===== src/rtl/cmpf_pkg.sv =====
`timescale 1ns/1ps
package cmpf_pkg;
    localparam int unsigned MODE_W = 2;
    localparam int unsigned DIV_W  = 3;
    // largest period is 2^(2^DIV_W - 1) clocks, so the count needs 2^DIV_W - 1 bits
    localparam int unsigned PRE_W  = (1 << DIV_W) - 1;

    typedef logic [MODE_W-1:0] mode_t;
    typedef logic [DIV_W-1:0]  div_t;

    typedef struct packed {
        mode_t mode;
        div_t  div;
    } cfg_t;
endpackage


===== src/rtl/cmpf_sync.sv =====
`timescale 1ns/1ps
module cmpf_sync #(
    parameter int unsigned STAGES = 2
) (
    input  logic clk_i,
    input  logic rst_ni,
    input  logic async_i,
    output logic sync_o
);
    logic [STAGES-1:0] chain_d, chain_q;

    generate
        if (STAGES == 1) begin : g_single
            always_comb chain_d = async_i;
        end else begin : g_chain
            always_comb chain_d = {chain_q[STAGES-2:0], async_i};
        end
    endgenerate

    always_ff @(posedge clk_i or negedge rst_ni) begin
        if (!rst_ni) chain_q <= '0;
        else         chain_q <= chain_d;
    end

    assign sync_o = chain_q[STAGES-1];
endmodule


===== src/rtl/cmpf_prescaler.sv =====
`timescale 1ns/1ps
module cmpf_prescaler import cmpf_pkg::*; (
    input  logic clk_i,
    input  logic rst_ni,
    input  div_t div_i,
    input  logic restart_i,
    output logic tick_o
);
    typedef struct packed {
        logic [PRE_W-1:0] cnt;
    } pre_state_t;

    pre_state_t       st_d, st_q;
    logic [PRE_W-1:0] limit;

    always_comb begin
        // terminal count 2^div - 1 as a mask of low ones
        for (int unsigned i = 0; i < PRE_W; i++) begin
            limit[i] = (DIV_W'(i) < div_i);
        end
        tick_o = !restart_i && (st_q.cnt == limit);
        st_d   = st_q;
        if (restart_i || tick_o) st_d.cnt = '0;
        else                     st_d.cnt = st_q.cnt + 1'b1;
    end

    always_ff @(posedge clk_i or negedge rst_ni) begin
        if (!rst_ni) st_q <= '0;
        else         st_q <= st_d;
    end
endmodule


===== src/rtl/cmpf_stability.sv =====
`timescale 1ns/1ps
module cmpf_stability import cmpf_pkg::*; (
    input  logic  clk_i,
    input  logic  rst_ni,
    input  logic  sample_i,
    input  logic  tick_i,
    input  logic  restart_i,
    input  mode_t mode_i,
    output logic  filt_o,
    output logic  rise_o,
    output logic  fall_o
);
    typedef struct packed {
        logic              level;
        logic              rise;
        logic              fall;
        logic [MODE_W-1:0] run;
    } stab_state_t;

    stab_state_t st_d, st_q;

    always_comb begin
        st_d      = st_q;
        st_d.rise = 1'b0;
        st_d.fall = 1'b0;
        if (mode_i == '0) begin
            // bypass: follow the synchronized sample every clock
            st_d.level = sample_i;
            st_d.run   = '0;
        end else if (restart_i) begin
            st_d.run = '0;
        end else if (tick_i) begin
            if (sample_i == st_q.level) begin
                st_d.run = '0;
            end else if (st_q.run + 1'b1 == mode_i) begin
                st_d.level = sample_i;
                st_d.run   = '0;
            end else begin
                st_d.run = st_q.run + 1'b1;
            end
        end
        st_d.rise = st_d.level & ~st_q.level;
        st_d.fall = ~st_d.level & st_q.level;
    end

    always_ff @(posedge clk_i or negedge rst_ni) begin
        if (!rst_ni) st_q <= '0;
        else         st_q <= st_d;
    end

    assign filt_o = st_q.level;
    assign rise_o = st_q.rise;
    assign fall_o = st_q.fall;
endmodule


===== src/rtl/cmp_glitch_filter.sv =====
`timescale 1ns/1ps
module cmp_glitch_filter import cmpf_pkg::*; #(
    parameter int unsigned SYNC_STAGES = 2
) (
    input  logic              clk_i,
    input  logic              rst_ni,
    input  logic              raw_i,
    input  logic [MODE_W-1:0] mode_i,
    input  logic [DIV_W-1:0]  div_i,
    output logic              filt_o,
    output logic              rise_o,
    output logic              fall_o
);
    cfg_t cfg_d, cfg_q;
    logic restart;
    logic sample;
    logic tick;

    // registered copy of the control fields; any difference restarts timing
    always_comb begin
        cfg_d.mode = mode_i;
        cfg_d.div  = div_i;
        restart    = (cfg_d != cfg_q);
    end

    always_ff @(posedge clk_i or negedge rst_ni) begin
        if (!rst_ni) cfg_q <= '0;
        else         cfg_q <= cfg_d;
    end

    cmpf_sync #(.STAGES(SYNC_STAGES)) u_sync (
        .clk_i   (clk_i),
        .rst_ni  (rst_ni),
        .async_i (raw_i),
        .sync_o  (sample)
    );

    cmpf_prescaler u_presc (
        .clk_i     (clk_i),
        .rst_ni    (rst_ni),
        .div_i     (div_i),
        .restart_i (restart),
        .tick_o    (tick)
    );

    cmpf_stability u_stab (
        .clk_i     (clk_i),
        .rst_ni    (rst_ni),
        .sample_i  (sample),
        .tick_i    (tick),
        .restart_i (restart),
        .mode_i    (mode_i),
        .filt_o    (filt_o),
        .rise_o    (rise_o),
        .fall_o    (fall_o)
    );
endmodule


===== config.mk =====
export PLATFORM = sky130hd
export DESIGN_NAME = cmp_glitch_filter
export DESIGN_NICKNAME = d
export VERILOG_FILES = /design/src/rtl/cmpf_pkg.sv /design/src/rtl/cmpf_sync.sv /design/src/rtl/cmpf_prescaler.sv /design/src/rtl/cmpf_stability.sv /design/src/rtl/cmp_glitch_filter.sv
export SDC_FILE = /design/constraint.sdc
export NUM_CORES = 1
export LEC_CHECK = 0
export ABC_CLOCK_PERIOD_IN_PS = 2400
export BUFFER_PORTS_ARGS = -buffer_cell sky130_fd_sc_hd__buf_4
export CAP_MARGIN = 10
export CORE_UTILIZATION = 50
export DETAILED_ROUTE_END_ITERATION = 10
export HOLD_SLACK_MARGIN = 0.15
export PLACE_DENSITY = 0.75
export SYNTH_ARGS = -nofsm -noshare
export SYNTH_HDL_FRONTEND = slang
export SYNTH_HIERARCHICAL = 1
export SYNTH_SLANG_ARGS = --single-unit

===== constraint.sdc =====
create_clock -name clk_i -period 2.4 [get_ports clk_i]
set_input_delay 0.36 -clock clk_i [delete_from_list [all_inputs] [get_ports clk_i]]
set_output_delay 0.36 -clock clk_i [all_outputs]
set_load 0.01 [all_outputs]

Word level (Yosys, flattened, before mapping)
Cells that the tools add are included.

word-level totals
  output and inout port bits = 3
  flip-flop bits (word level) = 19
  word-level logic and storage cells = 41

operators by class
  magnitude comparators = 7
  bitwise operators = 4
  equal/unequal tests = 4
  add/sub/neg operators = 2
  multiplexer cells = 11
  reductions and logical operators = 5

operators with widths
  operator             number
  $mux 2               5
  $lt 3x3->1 const A   3
  $add 7x1->7 const B  1
  $eq 7x7->1           1
  $mux 7               1
  $lt 1x3->1 const A   2
  $lt 2x3->1 const A   2
  $mux 1               5
  $ne 5x5->1           1
  $reduce_bool 3->1    1
  $add 2x1->2 const B  1
  $and 1x1->1          2
  $eq 2x2->1           1
  $logic_not 2->1      1
  $not 1->1            2
  $eq 1x1->1           1
  $logic_and 1x1->1    1
  $logic_not 1->1      1
  $logic_or 1x1->1     1

Longest topological paths before layout
  depth after elaboration = 9
  gate-level depth with buffers = 9
  mapped depth without buffers = 8

By module
Netlist, hierarchy kept.

modules (own cells, without submodules)
  module             cells each  times used  area an instance (um^2)
  cmpf_prescaler     48          1           491.7
  cmpf_stability     30          1           284.0
  cmp_glitch_filter  12          1           178.9
  cmpf_sync          2           1           50.0

Least setup slack after synthesis
Ideal clock, no wire load.

  path kind = input to register
  from = input port div_i[2]
  to = register u_stab/st_q[0] (netlist name)
  setup slack = -0.008 ns
  library setup time = 0.083 ns
  stages on the path = 9
  arrival time = 2.325 ns
  buffers on the path = 1
  data required time = 2.317 ns
  cell sequence = buf_6 > or4_1 > o22a_1 > a32oi_4 > and3b_1 > inv_1 > a2111oi_0 > nand2_1 > o21ai_0

on the way
  cells in the longest elaborated chain, start to end = 4
  elaborated cells between the ends (all ways) = 14
  classes of those cells = order compare (7); eq/ne (2); mux (2); reduce/logical (3)

ends and longest elaborated chain
  element                                        RTL line                 text
  start: declaration                             cmp_glitch_filter.sv:9   input logic [DIV_W-1:0] div_i,
  $lt 1x3->1, or another cell as far along       cmpf_prescaler.sv:19     limit[i] = (DIV_W'(i) < div_i);
  $eq 7x7->1 or $logic_not 1->1 (tied branches)  cmpf_prescaler.sv:21     tick_o = !restart_i && (st_q.cnt == limit);
  $logic_and 1x1->1 (*)                          cmpf_prescaler.sv:21
  net tick                                       cmp_glitch_filter.sv:17  logic tick;
  $reduce_bool 3->1 (no source line) (*)         n/a
  end signal: assignment                         cmpf_stability.sv:48     else st_q <= st_d;
  end: declaration                               cmpf_stability.sv:20     stab_state_t st_d, st_q;

Mark *: on every way through the listed nets, which the timed path passes. The rest lies on a longest branch.
A chain may end at the register's enable or synchronous reset.

Worst setup path in the final report
  from = register u_presc/st_q[1] (netlist name)
  to = register u_stab/st_q[0] (netlist name)

on the way
  cells in the longest elaborated chain, start to end = 3

ends and longest elaborated chain
  element                             RTL line                 text
  start: declaration                  cmpf_prescaler.sv:13     pre_state_t st_d, st_q;
  start signal: assignment            cmpf_prescaler.sv:29     else st_q <= st_d;
  $eq 7x7->1                          cmpf_prescaler.sv:21
  $logic_and 1x1->1                   cmpf_prescaler.sv:21
  net tick                            cmp_glitch_filter.sv:17
  $reduce_bool 3->1 (no source line)  n/a

The timed path passes the listed nets, and every way through them passes these cells.

==> flow_summary.toml <==
[sta]
final.setup_skew_ns = 0.0007573
slew_viols_final = 0
final_period_minus_worst_setup_slack_ns = 2.226
rsz0062_at_grt = "no"
max_freq_ghz = 0.4493
setup_slack_ns = 0.1742
final_number_of_hold_violating_endpoints = 0
worst_hold_slack_ns = 0.1664
setup_viol_count_final = 0
max_slew.worst_pin.slew_ns = 0.4057
fraction_of_the_cycle_the_final_worst_path_needs_pct = 92.74
relSlewSlack_pct = 72.26

[placed_design]
detailedPlace.worstSlack_ns = -0.004958
io_buffer_count = 10
post-place-cells = 133
dp_hpwl_um = 1501
globalplace.congestion = 0.8773

[yosys]
post_synth_main_area_contributors = "dfrtp_1 47%, xor2_1 6.1%, xnor2_1 5.2%"
dominant_combinational_cell_family_by_area_after_synthesis = "simple AND/OR/NAND/NOR gates"
synth-adder-area-share_pct = 1.245
mappedNetlistArea_um2 = 1005
syn_nets = 101
ys_ff_latch = 19
yosys_warnings = 6
muxShareOfSynthArea_pct = 1.494
share_of_the_synthesized_area_in_compound_gates_ao_oa_aoi_oai_pct = 15.82
synth-seq-area-share_pct = 47.32
synth_top_area_cell = "dfrtp_1"
synth_top_cell_area_share_pct = 47.32
post_synth_xor_area_fraction_pct = 11.33
synthesis.instances = 92
ys_types = 33
synthesis.area_per_instance_um2 = 10.92
yosys.area_share.simple_pct = 20.92

[worst_setup_path]
critPathSlowestCell = "or4_1"
critPathCaptureType = "flip-flop"
critPathRequiredTime_ns = 2.62
cp_cell_sequence = "or4_1 -> o22a_1 -> a32oi_4 -> and3b_1 -> inv_1 -> a2111oi_2 -> nand2_1 -> o21ai_0"
critical-path-max-stage-delay_ns = 0.52
worst-path-buf-inv = 1
worst_path_dominant_cell_family = "compound AO/OA/AOI/OAI gates"
regToRegStartpoint = "u_presc/st_q[1]"
crit_start = "u_presc/st_q[1]"
arrival_ns = 2.45
critPathLaunchType = "flip-flop"
crit_type = "flip-flop to flip-flop"
cp_max_fo = 2

[pwr]
pwr_density_nw_per_um2 = 482.8
ir_drop_v = 0.0003630
p_total_w = 0.0005769
p_leak_nw = 0.4952

[final_layout]
number_of_nets_in_the_finished_design = 123
finish.cell_count_without_fillers = 138
fill_cells = 157
flow.area_growth_from_synthesis_pct = 18.93
antennaDiodeCount = 0
postLayoutCoreUtil_pct = 66.32
drive_above_1_share_pct = 21.24
multi_input_comb_area_um2 = 516.7
sequential_cell_area_um2 = 475.5

[detailed_routing]
avgViaCountPerCell = 5.768
ant_nets = 0
vias = 796
drt_pre_antenna_iters = 4
finalWirelength_um = 2105
route.detailed.wl_per_inst_um = 15.25
post-route-drc-count = 0
first_iter_violations = 10

[die]
core_um2 = 1802
core.rowCount = 15
floorplan.initialDensity_pct = 55.76
io_pins = 11
fp.dieW_um = 46.83
die_h_um = 46.83
design.die.area_um2 = 2193

[min_path]
min-delay-path-class = "input pin to flip-flop"
worstHoldStart = "raw_i"

[clocking]
tritoncts_clock_tree = "built"
cts.sinks = 19
cts_buffer_depth = 2
clock_latency_on_the_worst_skew_pair_ns = 0.29
clk_root_buffer_cell = "clkbuf_4"
cts_max_level = 1
numCtsBuffers = 3
clk_transition_reported_paths_ns = 0.10

[global_routing]
global_route.overflow_total = 0
grt_antenna_before_repair = 0
first_pass_grt_wire_length_um = 3463
grt_pass1_vias = 793
pin_count_of_the_biggest_net_entering_global_routing = 20
global_route_usage_over_all_layers_pct = 23.09

[run_status]
status = "finished clean"

[flow_run]
cap_violations = 0
[worst reg2reg max path, stage by stage (launching register included)]
cell       delay (ns)
dfrtp_1          0.39
or4_1            0.52
o22a_1           0.23
a32oi_4          0.17
and3b_1          0.21
inv_1            0.06
a2111oi_2        0.36
nand2_1          0.08
o21ai_0          0.14
[kinds of logic (layout without fill, tap and decap cells)]
family	after synthesis	after routing
flip-flops	19	19
multiplexers	1	1
buffers and inverters	3	24
AO/OA/AOI/OAI	18	18
adder cells (fa/ha/maj)	1	1
XOR/XNOR	13	13
AND/OR/NAND/NOR	37	37
[where the power goes]
part	switching (W)	internal, W	leakage [nW]
registers	0.00000672	0.000330	0.246
logic	0.0000420	0.0000375	0.234
clock network	0.0000958	0.0000647	0.0150
total	0.000145	0.000432	0.495
[cells in the mapped netlist (all sizes together)]
cell type,instances
a2111oi,2
a211oi,6
a21oi,1
a22o,1
a311o,1
a31oi,1
a32oi,1
and3,1
and3b,1
buf,1
dfrtp,19
ha,1
inv,2
mux2,1
nand2,7
nand2b,4
nand3,5
nand3b,3
nand4,1
nand4b,1
nor2,6
nor2b,1
nor3,2
nor3b,1
nor4b,1
nor4bb,1
o21ai,3
o22a,1
o311ai,1
or3b,1
or4,1
xnor2,6
xor2,7
[flip-flops by register name (all words and copies together) (netlist names)]
register        flops
u_presc/st_q        7
cfg_q               5
u_sync/chain_q      2
u_stab/rise_o       1
u_stab/fall_o       1
u_stab/filt_o       1
u_stab/st_q         2
[per-stage QoR]
stage / setup TNS, ns / instance area [um2]
global route: 0 / 1195
global placement: 0 / 1154
finish: 0 / 1195
floorplan: 0 / 1006
detailed placement: -0.004958 / 1154
CTS: 0 / 1190
[cells in the final DEF (no fill, tap or decap), types with 2 or more instances in the layout]
cell      instances
xor2_1            7
xnor2_1           6
nand3_1           5
nand2b_1          4
nand3b_1          3
buf_4            17
nor3_1            2
dfrtp_1          19
inv_1             2
nand2_1           7
o21ai_0           3
nor2_1            6
clkbuf_4          3
a211oi_1          6
[final timing paths]
| kind | to | slack, ns | cells past startpoint |
|---|---|---|---|
| setup / recovery | u_stab/st_q[0] | 0.17 | 8 |
| hold / removal | u_sync/chain_q[0] | 0.17 | 1 |
| setup reg to reg | u_stab/st_q[0] | 0.17 | 8 |
| hold reg to reg | u_sync/chain_q[1] | 0.36 | 0 |
| max in group asynchronous | u_presc/st_q[3] | 1.74 | 2 |
| min in group asynchronous | u_stab/st_q[0] | 0.46 | 2 |
[area by class of cell]
| type | instances | area share (%) |
|---|---|---|
| multi-input cells | 70 | 43.25 |
| flip-flops and latches | 19 | 39.79 |
| repair buffers | 18 | 11.52 |
| well taps | 25 | 2.618 |
| clock buffers | 4 | 2.199 |
| inverters | 2 | 0.6283 |
[routing by layer]
layer / part of all wire [%] / track usage, % / vias up
met5: 0 / 0 / -
met4: 1.9 / 10.29 / 0
met3: 2.8 / 3.846 / 6
met2: 50 / 39.72 / 15
met1: 45 / 28.43 / 394
li1: - / - / 381
[timing repair]
| action | in CTS | in global routing |
|---|---|---|
| resized for setup | 0 | 1 |
| hold endpoints to repair | 19 | 0 |
| endpoints found under the setup margin | 0 | 1 |
| hold buffers | 1 | 0 |
| buffers inserted | 0 | 0 |
(Power assumes the default switching activity.)
